--- config.mk ---
export PLATFORM = sky130hd
export DESIGN_NAME = trace_capture_buffer
export DESIGN_NICKNAME = d
export VERILOG_FILES = /design/src/rtl/tcb_pkg.sv /design/src/rtl/tcb_ctrl.sv /design/src/rtl/tcb_store.sv /design/src/rtl/trace_capture_buffer.sv
export SDC_FILE = /design/constraint.sdc
export NUM_CORES = 2
export LEC_CHECK = 0
export BUFFER_PORTS_ARGS = -buffer_cell sky130_fd_sc_hd__buf_2
export CAP_MARGIN = 40
export CORE_MARGIN = 4
export CORE_UTILIZATION = 61
export CTS_CLUSTER_SIZE = 40
export DETAILED_ROUTE_END_ITERATION = 16
export GPL_TIMING_DRIVEN = 1
export HOLD_SLACK_MARGIN = 0.03
export PLACE_DENSITY = 0.77
export SYNTH_ARGS = -nofsm -noshare
export SYNTH_HDL_FRONTEND = slang
export SYNTH_SLANG_ARGS = --single-unit
--- constraint.sdc ---
create_clock -name clk -period 9.69 [get_ports clk]
set_input_delay 0.4845 -clock clk [delete_from_list [all_inputs] [get_ports clk]]
set_output_delay 0.4845 -clock clk [all_outputs]
set_load 0.01 [all_outputs]
--- src/rtl/tcb_pkg.sv ---
package tcb_pkg;

  typedef enum logic [1:0] {
    MODE_FLOW    = 2'd0,
    MODE_NOREP   = 2'd1,
    MODE_BUS     = 2'd2,
    MODE_EVERYPC = 2'd3
  } trace_mode_e;

  typedef enum logic [2:0] {
    CYC_NONE  = 3'd0,
    CYC_FREE  = 3'd1,
    CYC_FETCH = 3'd2,
    CYC_READ  = 3'd3,
    CYC_WRITE = 3'd4,
    CYC_FLOW  = 3'd5,
    CYC_STEP  = 3'd6
  } cyc_kind_e;

  // strobes from control to datapath
  typedef struct packed {
    logic wrEn;       // write one entry at wrPtr
    logic busEntry;   // entry is {addr,data} rather than {pc,0}
    logic loadLast;   // remember pc as last stored flow source
    logic clearLast;  // forget last flow source
    logic showLow;    // window shows lower word of oldest entry
    logic isEmpty;    // nothing to read: window shows zero
  } tcb_strobe_t;

endpackage

--- src/rtl/tcb_ctrl.sv ---
module tcb_ctrl
  import tcb_pkg::*;
#(
  parameter int DEPTH = 64,
  parameter int PW    = $clog2(DEPTH),
  parameter int CW    = $clog2(DEPTH + 1)
) (
  input  logic          clk,
  input  logic          rstN,
  input  logic          traceEn,
  input  logic          secure,
  input  logic [1:0]    traceMode,
  input  logic [2:0]    cycKind,
  input  logic          rdReq,
  input  logic          srcRepeat,
  output tcb_strobe_t   strobe,
  output logic [PW-1:0] wrPtr,
  output logic [PW-1:0] rdPtr,
  output logic [CW-1:0] entryCount
);

  localparam logic [PW-1:0] LAST_SLOT = PW'(DEPTH - 1);
  localparam logic [CW-1:0] FULL_CNT  = CW'(DEPTH);

  function automatic logic [PW-1:0] bumpPtr(input logic [PW-1:0] p);
    return (p == LAST_SLOT) ? '0 : p + 1'b1;
  endfunction

  trace_mode_e modeSel;
  cyc_kind_e   kindSel;
  logic        wantStore;
  logic        isFlow;
  logic        isBus;
  logic        halfSel;
  logic        emptyNow;
  logic        fullNow;
  logic        readDone;
  logic        readFirst;
  logic        dropOld;

  assign modeSel  = trace_mode_e'(traceMode);
  assign kindSel  = cyc_kind_e'(cycKind);
  assign isFlow   = (kindSel == CYC_FLOW);
  assign isBus    = (kindSel == CYC_READ) || (kindSel == CYC_WRITE);
  assign emptyNow = (entryCount == '0);
  assign fullNow  = (entryCount == FULL_CNT);

  always_comb begin
    wantStore = 1'b0;
    unique case (modeSel)
      MODE_FLOW:    wantStore = isFlow;
      MODE_NOREP:   wantStore = isFlow && !srcRepeat;
      MODE_BUS:     wantStore = isBus;
      MODE_EVERYPC: wantStore = isFlow || (kindSel == CYC_STEP);
      default:      wantStore = 1'b0;
    endcase
  end

  always_comb begin
    strobe.wrEn      = traceEn && !secure && wantStore;
    strobe.busEntry  = (modeSel == MODE_BUS);
    strobe.loadLast  = strobe.wrEn && isFlow;
    strobe.clearLast = !traceEn;
    strobe.showLow   = halfSel;
    strobe.isEmpty   = emptyNow;
  end

  assign readFirst = rdReq && !emptyNow && !halfSel;
  assign readDone  = rdReq && !emptyNow && halfSel;
  assign dropOld   = strobe.wrEn && fullNow && !readDone;

  always_ff @(posedge clk or negedge rstN) begin
    if (!rstN) begin
      wrPtr      <= '0;
      rdPtr      <= '0;
      halfSel    <= 1'b0;
      entryCount <= '0;
    end else begin
      if (strobe.wrEn) wrPtr <= bumpPtr(wrPtr);
      if (readDone || dropOld) begin
        rdPtr   <= bumpPtr(rdPtr);
        halfSel <= 1'b0;
      end else if (readFirst) begin
        halfSel <= 1'b1;
      end
      if (strobe.wrEn && !fullNow && !readDone)
        entryCount <= entryCount + 1'b1;
      else if (!strobe.wrEn && readDone)
        entryCount <= entryCount - 1'b1;
    end
  end

endmodule

--- src/rtl/tcb_store.sv ---
module tcb_store
  import tcb_pkg::*;
#(
  parameter int DEPTH  = 64,
  parameter int WORD_W = 16,
  parameter int PW     = $clog2(DEPTH)
) (
  input  logic              clk,
  input  logic              rstN,
  input  tcb_strobe_t       strobe,
  input  logic [PW-1:0]     wrPtr,
  input  logic [PW-1:0]     rdPtr,
  input  logic [WORD_W-1:0] pc,
  input  logic [WORD_W-1:0] addr,
  input  logic [WORD_W-1:0] data,
  output logic              srcRepeat,
  output logic [WORD_W-1:0] rdData
);

  localparam int ENTRY_W = 2 * WORD_W;

  logic [ENTRY_W-1:0] slots [DEPTH];
  logic [ENTRY_W-1:0] newEntry;
  logic [ENTRY_W-1:0] oldest;
  logic [WORD_W-1:0]  lastSrc;
  logic               lastValid;

  assign newEntry = strobe.busEntry ? {addr, data} : {pc, {WORD_W{1'b0}}};

  always_ff @(posedge clk) begin
    if (strobe.wrEn) slots[wrPtr] <= newEntry;
  end

  always_ff @(posedge clk or negedge rstN) begin
    if (!rstN) begin
      lastSrc   <= '0;
      lastValid <= 1'b0;
    end else if (strobe.clearLast) begin
      lastValid <= 1'b0;
    end else if (strobe.loadLast) begin
      lastSrc   <= pc;
      lastValid <= 1'b1;
    end
  end

  assign srcRepeat = lastValid && (pc == lastSrc);

  assign oldest = slots[rdPtr];
  assign rdData = strobe.isEmpty ? '0 :
                  strobe.showLow ? oldest[WORD_W-1:0] : oldest[ENTRY_W-1:WORD_W];

endmodule

--- src/rtl/trace_capture_buffer.sv ---
module trace_capture_buffer
  import tcb_pkg::*;
#(
  parameter int DEPTH  = 64,
  parameter int WORD_W = 16
) (
  input  logic                       clk,
  input  logic                       rstN,
  input  logic                       traceEn,
  input  logic                       secure,
  input  logic [1:0]                 traceMode,
  input  logic [2:0]                 cycKind,
  input  logic [WORD_W-1:0]          pc,
  input  logic [WORD_W-1:0]          addr,
  input  logic [WORD_W-1:0]          data,
  input  logic                       rdReq,
  output logic [WORD_W-1:0]          rdData,
  output logic [$clog2(DEPTH+1)-1:0] entryCount
);

  localparam int PW = $clog2(DEPTH);
  localparam int CW = $clog2(DEPTH + 1);

  tcb_strobe_t   strobe;
  logic [PW-1:0] wrPtr;
  logic [PW-1:0] rdPtr;
  logic          srcRepeat;

  tcb_ctrl #(.DEPTH(DEPTH), .PW(PW), .CW(CW)) u_ctrl (
    .clk        (clk),
    .rstN       (rstN),
    .traceEn    (traceEn),
    .secure     (secure),
    .traceMode  (traceMode),
    .cycKind    (cycKind),
    .rdReq      (rdReq),
    .srcRepeat  (srcRepeat),
    .strobe     (strobe),
    .wrPtr      (wrPtr),
    .rdPtr      (rdPtr),
    .entryCount (entryCount)
  );

  tcb_store #(.DEPTH(DEPTH), .WORD_W(WORD_W), .PW(PW)) u_store (
    .clk       (clk),
    .rstN      (rstN),
    .strobe    (strobe),
    .wrPtr     (wrPtr),
    .rdPtr     (rdPtr),
    .pc        (pc),
    .addr      (addr),
    .data      (data),
    .srcRepeat (srcRepeat),
    .rdData    (rdData)
  );

endmodule

======== Word level (Yosys, flattened, before mapping) ========
Memories as Yosys holds them, arrays and structs flattened.
Index checks and enable logic that the tools add are counted.
word-level totals
  flip-flop bits (word level) ............. 37
  output and inout port bits .............. 23
  bits of input ports ..................... 58
  logic and storage cells ................. 65
  RAM bits ................................ 2048
  memories ................................ 1
cells by class
  equality and inequality tests ........... 12
  multiplexer cells ....................... 14
  $add $sub $neg .......................... 4
  reductions and logical operators ........ 28
memory list
  name           depth  bits a word  read ports  clocked after memory_dff  write ports  line             RTL
  u_store.slots  64     32           1           0                         1            tcb_store.sv:22  logic [ENTRY_W-1:0] slots [DEPTH];
operator list
  kind                 count
  $mux 16              2
  $mux 32              1
  $eq 16x16->1         1
  $mux 7               2
  $logic_and 1x1->1    13
  $add 6x1->6 const B  2
  $eq 6x6->1 const B   2
  $mux 6               2
  $eq 3x3->1 const B   3
  $add 7x1->7 const B  1
  $eq 7x7->1 const B   1
  $logic_not 1->1      7
  $logic_not 7->1      1
  $sub 7x1->7 const B  1
  $mux 1               6
  $eq 2x2->1 const B   2
  $pmux 1 s4           1
  $reduce_bool 2->1    2
  $eq 3x2->1 const B   1
  $logic_or 1x1->1     3
  $eq 2x1->1 const B   1
  $logic_not 2->1      1
  $ne 2x1->1 const B   1
  $reduce_and 2->1     1

======== Depth between registers and ports, before layout ========
  word-level depth ........................ 10
  gate-level depth with buffers ........... 13
  depth with buffers taken out ............ 13

======== Modules after synthesis ========
Synthesis repeated with hierarchy kept, for this count alone.
unflattened totals
  cells, all modules ...................... 4166
  area, all modules ....................... 81769.7 µm²
modules (own cells, without submodules)
  module     area each (µm²)  sequential area each (µm²)  times used  cells an instance
  tcb_store  80437.1          61924.4                     1           4024
  tcb_ctrl   1332.5           500.5                       1           142

======== Worst setup path before layout ========
Ideal clock, no wire load.
  path type ............................... in2reg
  start ................................... input cycKind[2]
  end ..................................... memory u_store.slots[25][0] in the netlist's numbering (enable)
  data required time ...................... 9269 ps
  slack ................................... 5822 ps
  path buffers ............................ 2
  cell stages on the path ................. 9
  setup time .............................. 421 ps
  arrival time ............................ 3447 ps
  path through ............................ nor2b_1 > nand2_1 > nor4b_2 > o31a_1 > nor2_1 > buf_2 > or4b_1 > clkbuf_1 > nor2_1
between the ends
  word-level cells in the longest chain between the ends .. 6
  elaborated cells on any way between the ends .. 11
  classes of those cells .................. 4 x eq/ne; 3 x mux; 4 x reduce/logical
RTL lines
  what                                            line                        RTL
  start: declaration                              trace_capture_buffer.sv:12  input logic [2:0] cycKind,
  $eq 3x3->1, or another cell as far along        tcb_ctrl.sv:43              assign isFlow = (kindSel == CYC_FLOW);
  $logic_or 1x1->1, or another cell as far along  tcb_ctrl.sv:54              MODE_EVERYPC: wantStore = isFlow || (kindSel == CYC_STEP);
  $pmux 1 s4 (*)                                  tcb_ctrl.sv:50              unique case (modeSel)
  $logic_and 1x1->1 (*)                           tcb_ctrl.sv:60              strobe.wrEn = traceEn && !secure && wantStore;
  $mux 1 (*)                                      tcb_store.sv:31             if (strobe.wrEn) slots[wrPtr] <= newEntry;
  $mux 1 (implied by the code) (*)                tcb_store.sv:31
  end: declaration                                tcb_store.sv:22
Every way passes the cells marked *; elsewhere a longest branch is shown, timed or not.

======== Final worst setup path ========
  start ................................... register u_ctrl.rdPtr[0]
  end ..................................... output rdData[9]
between the ends
  word-level cells in the longest chain between the ends .. 3
RTL lines
  what                      line                        RTL
  start: declaration        tcb_ctrl.sv:18              output logic [PW-1:0] rdPtr,
  start signal: assignment  tcb_ctrl.sv:81              rdPtr <= bumpPtr(rdPtr);
  $mem_v2 64x32             n/a
  $mux 16                   tcb_store.sv:50             strobe.showLow ? oldest[WORD_W-1:0] : oldest[ENTRY_W-1:WORD_W];
  $mux 16                   tcb_store.sv:49             assign rdData = strobe.isEmpty ? '0 :
  end: declaration          trace_capture_buffer.sv:17  output logic [WORD_W-1:0] rdData,
No other way between the ends.

==> metrics <==
DR WL/cell 37.4 microns; crit path kind register to output pin; Placement Setup Slack 4440 ps; area leader, netlist edfxtp_1; Longest Clk Path Bufs 3; Post-DP Area 84200 sq um; area grow syn2layout 12.0%; worst reg2reg path depth 13; hold path startpoint cycKind[0]; share of the synthesized area in the top cell type 0.762; WHS Path Cells 4; post-layout min period 6140 ps; WP data required 9210 ps; relative slew slack 0.264; total core area 131000 sq um; Worst setup EP type output pin; critical path launch point type register; CTS Root Cell clkbuf_16; register area share after synthesis 0.774; antenna violations before repair 11; pin count of the biggest net entering global routing 131; WP data arrival 5660 ps; FMAX 0.163 GHz; Peak VDD IR 0.229 mV; Layout Nets 3917; Port Buffers 80; Sink Count 2085; number of remaining DRC errors 0; final hold violation count 0; Hold Crit Class input pin to register; Setup crit start u_ctrl.rdPtr[0]; Worst-Skew Late Latency 820 ps; setup ws final 3550 ps; number of synthesized flops with an enable pin 2048; Mapped Nets 3661; Avg Synthesized Cell Area 22.5 sq um; H-tree depth 4; Die Y 372 microns; initial detailed-routing violation count 7400; Num CTS Buffers 192; Max-cap violations 0; Crit Path Max Fanout 40; First-pass DRT Iterations 7; leak pwr 0.0288 uW; number of global-route vias before repair 41170; Routed WL 216 mm; vias per cell 7.18; run status finished clean; Post-synth ARST share 0.0177; most frequent cell after synthesis edfxtp_1; layout cells sized above 1 0.288; cell area after layout 90400 sq um; Rows 133; setup violators final 0; Max Clock Skew 22.5 ps; synth top area cells edfxtp_1, mux4_2, mux2i_1; Setup TNS Final 0 ps; Power Dens Cells 272 nW/um^2; Syn Std Cell Area 80700 sq um; post-DP HPWL 112 mm; library cells used by synthesis 70; Tightest Pin Transition 1080 ps; Boundary Pins 81; RSZ-0062 raised after global routing false; FF-to-FF Start u_store.lastSrc[13]; Yosys warnings 0; Overall Global Routing Usage 0.319; GP Congestion 0.897; initial core utilization 0.614; worst hold endpoint u_store.lastValid; grt ovf 0; crit share post-route 0.634; Reg2Reg Setup Slack 5370 ps; remaining antenna violation count 0; FF+latch count, synth 2085; RR Endpoint u_ctrl.entryCount[6]; die width 372 microns; Worst-path clk slew 70 ps; Cells after Synth 3594; via count 41482; first-pass GRT wire length 307 mm; Final Max Slew Viols 0; Hold Worst Slack 198 ps; Top FF cell, synth edfxtp_1; CTS tree yes; top post-synthesis cells by count edfxtp_1, mux4_2, mux2i_1, nor2_1, buf_2; die area 138000 sq um
==> cell usage in the layout (no fill, tap or decap), drive strengths merged, types with 12 or more instances in the layout <==
| cell type | netlist | routed |
|---|---|---|
| xnor2 | 12 | 12 |
| o221ai | 28 | 28 |
| a221oi | 13 | 13 |
| a21oi | 58 | 58 |
| xor2 | 14 | 14 |
| clkbuf | 65 | 243 |
| and2 | 22 | 22 |
| o22ai | 24 | 24 |
| dfrtp | 37 | 37 |
| a211oi | 20 | 20 |
| o21ai | 46 | 46 |
| edfxtp | 2048 | 2048 |
| dlygate4sd3 | 0 | 19 |
| mux2 | 42 | 42 |
| mux4 | 510 | 510 |
| clkinv | 2 | 95 |
| inv | 7 | 15 |
| nor2 | 103 | 103 |
| a22o | 20 | 20 |
| nand2 | 62 | 62 |
| mux2i | 148 | 148 |
| a22oi | 48 | 48 |
| buf | 135 | 241 |
==> worst max path at each step <==
stage,endpoint,slack [ps]
2_1_floorplan,u_store.slots[25][0],5820
3_3_place_gp,rdData[0],4370
3_5_place_dp,rdData[9],4440
4_1_cts,rdData[9],3510
5_1_grt,rdData[9],3310
6_report,rdData[9],3550
==> state kept, by name (all words and copies together) (netlist names) <==
register           count
u_ctrl.entryCount      7
u_ctrl.halfSel         1
u_ctrl.rdPtr           6
u_ctrl.wrPtr           6
u_store.lastSrc       16
u_store.lastValid      1
u_store.slots       2048
==> where the power goes <==
part           internal [uW]  leakage (uW)  total (uW)  switching (uW)
Sequential              9980        0.0191       10200             184
Combinational           2930       0.00679        7210            4290
Clock                   3970       0.00291        7210            3230
Total                  16900        0.0288       24600            7700
==> critical path: stages, from the launching register on <==
cell and delay, ps:
dfrtp_4 660, buf_4 710, buf_4 720, mux4_2 600, mux4_2 510, a22oi_1 560, o21ai_0 200, a21boi_0 240
buf_2 270, buf_4 140, buf_2 130
==> final cells by class <==
type	count	area, sq um
sequential	2085	62400
multi-input combinational	1300	17700
inverter	9	35.0
clock inverter	114	835
antenna	7	17.5
fill	7685	41100
tap	1755	2200
clock buffer	242	5110
timing repair buffer	262	2060
==> per-layer routing <==
| metal | GRT usage | part of all wire |
|---|---|---|
| met5 | 0 | 0.00025 |
| met4 | 0.143 | 0.051 |
| met3 | 0.0949 | 0.14 |
| met2 | 0.475 | 0.47 |
| met1 | 0.447 | 0.34 |
==> logic make-up (layout without fill, tap and decap cells) <==
family / after synthesis / count (layout) / synth area share
flops: 2085 / 2085 / 0.774
mux: 700 / 700 / 0.167
compound gates: 316 / 316 / 0.0273
simple gates: 249 / 249 / 0.0146
buf+inv: 209 / 627 / 0.0137
xor+xnor: 26 / 26 / 0.00282
fa+ha+maj: 9 / 9 / 0.00149
other cells: 0 / 7 / 0
==> metrics by stage <==
stage / total power, uW / cells / utilization
2_1_floorplan: 14800 / 3594 / -
3_3_place_gp: 17200 / 5365 / 0.638
3_5_place_dp: 17300 / 5389 / 0.641
4_1_cts: 24500 / 5764 / 0.687
5_1_grt: 25300 / 5767 / 0.687
6_report: 24600 / 5774 / 0.688
==> what timing repair did <==
item | in CTS | in global routing
endpoints found under the hold margin | 36 | 0
buffers inserted | 0 | 0
gates resized for setup | 0 | 0
hold buffers | 19 | 0
(Power assumes the default switching activity.)
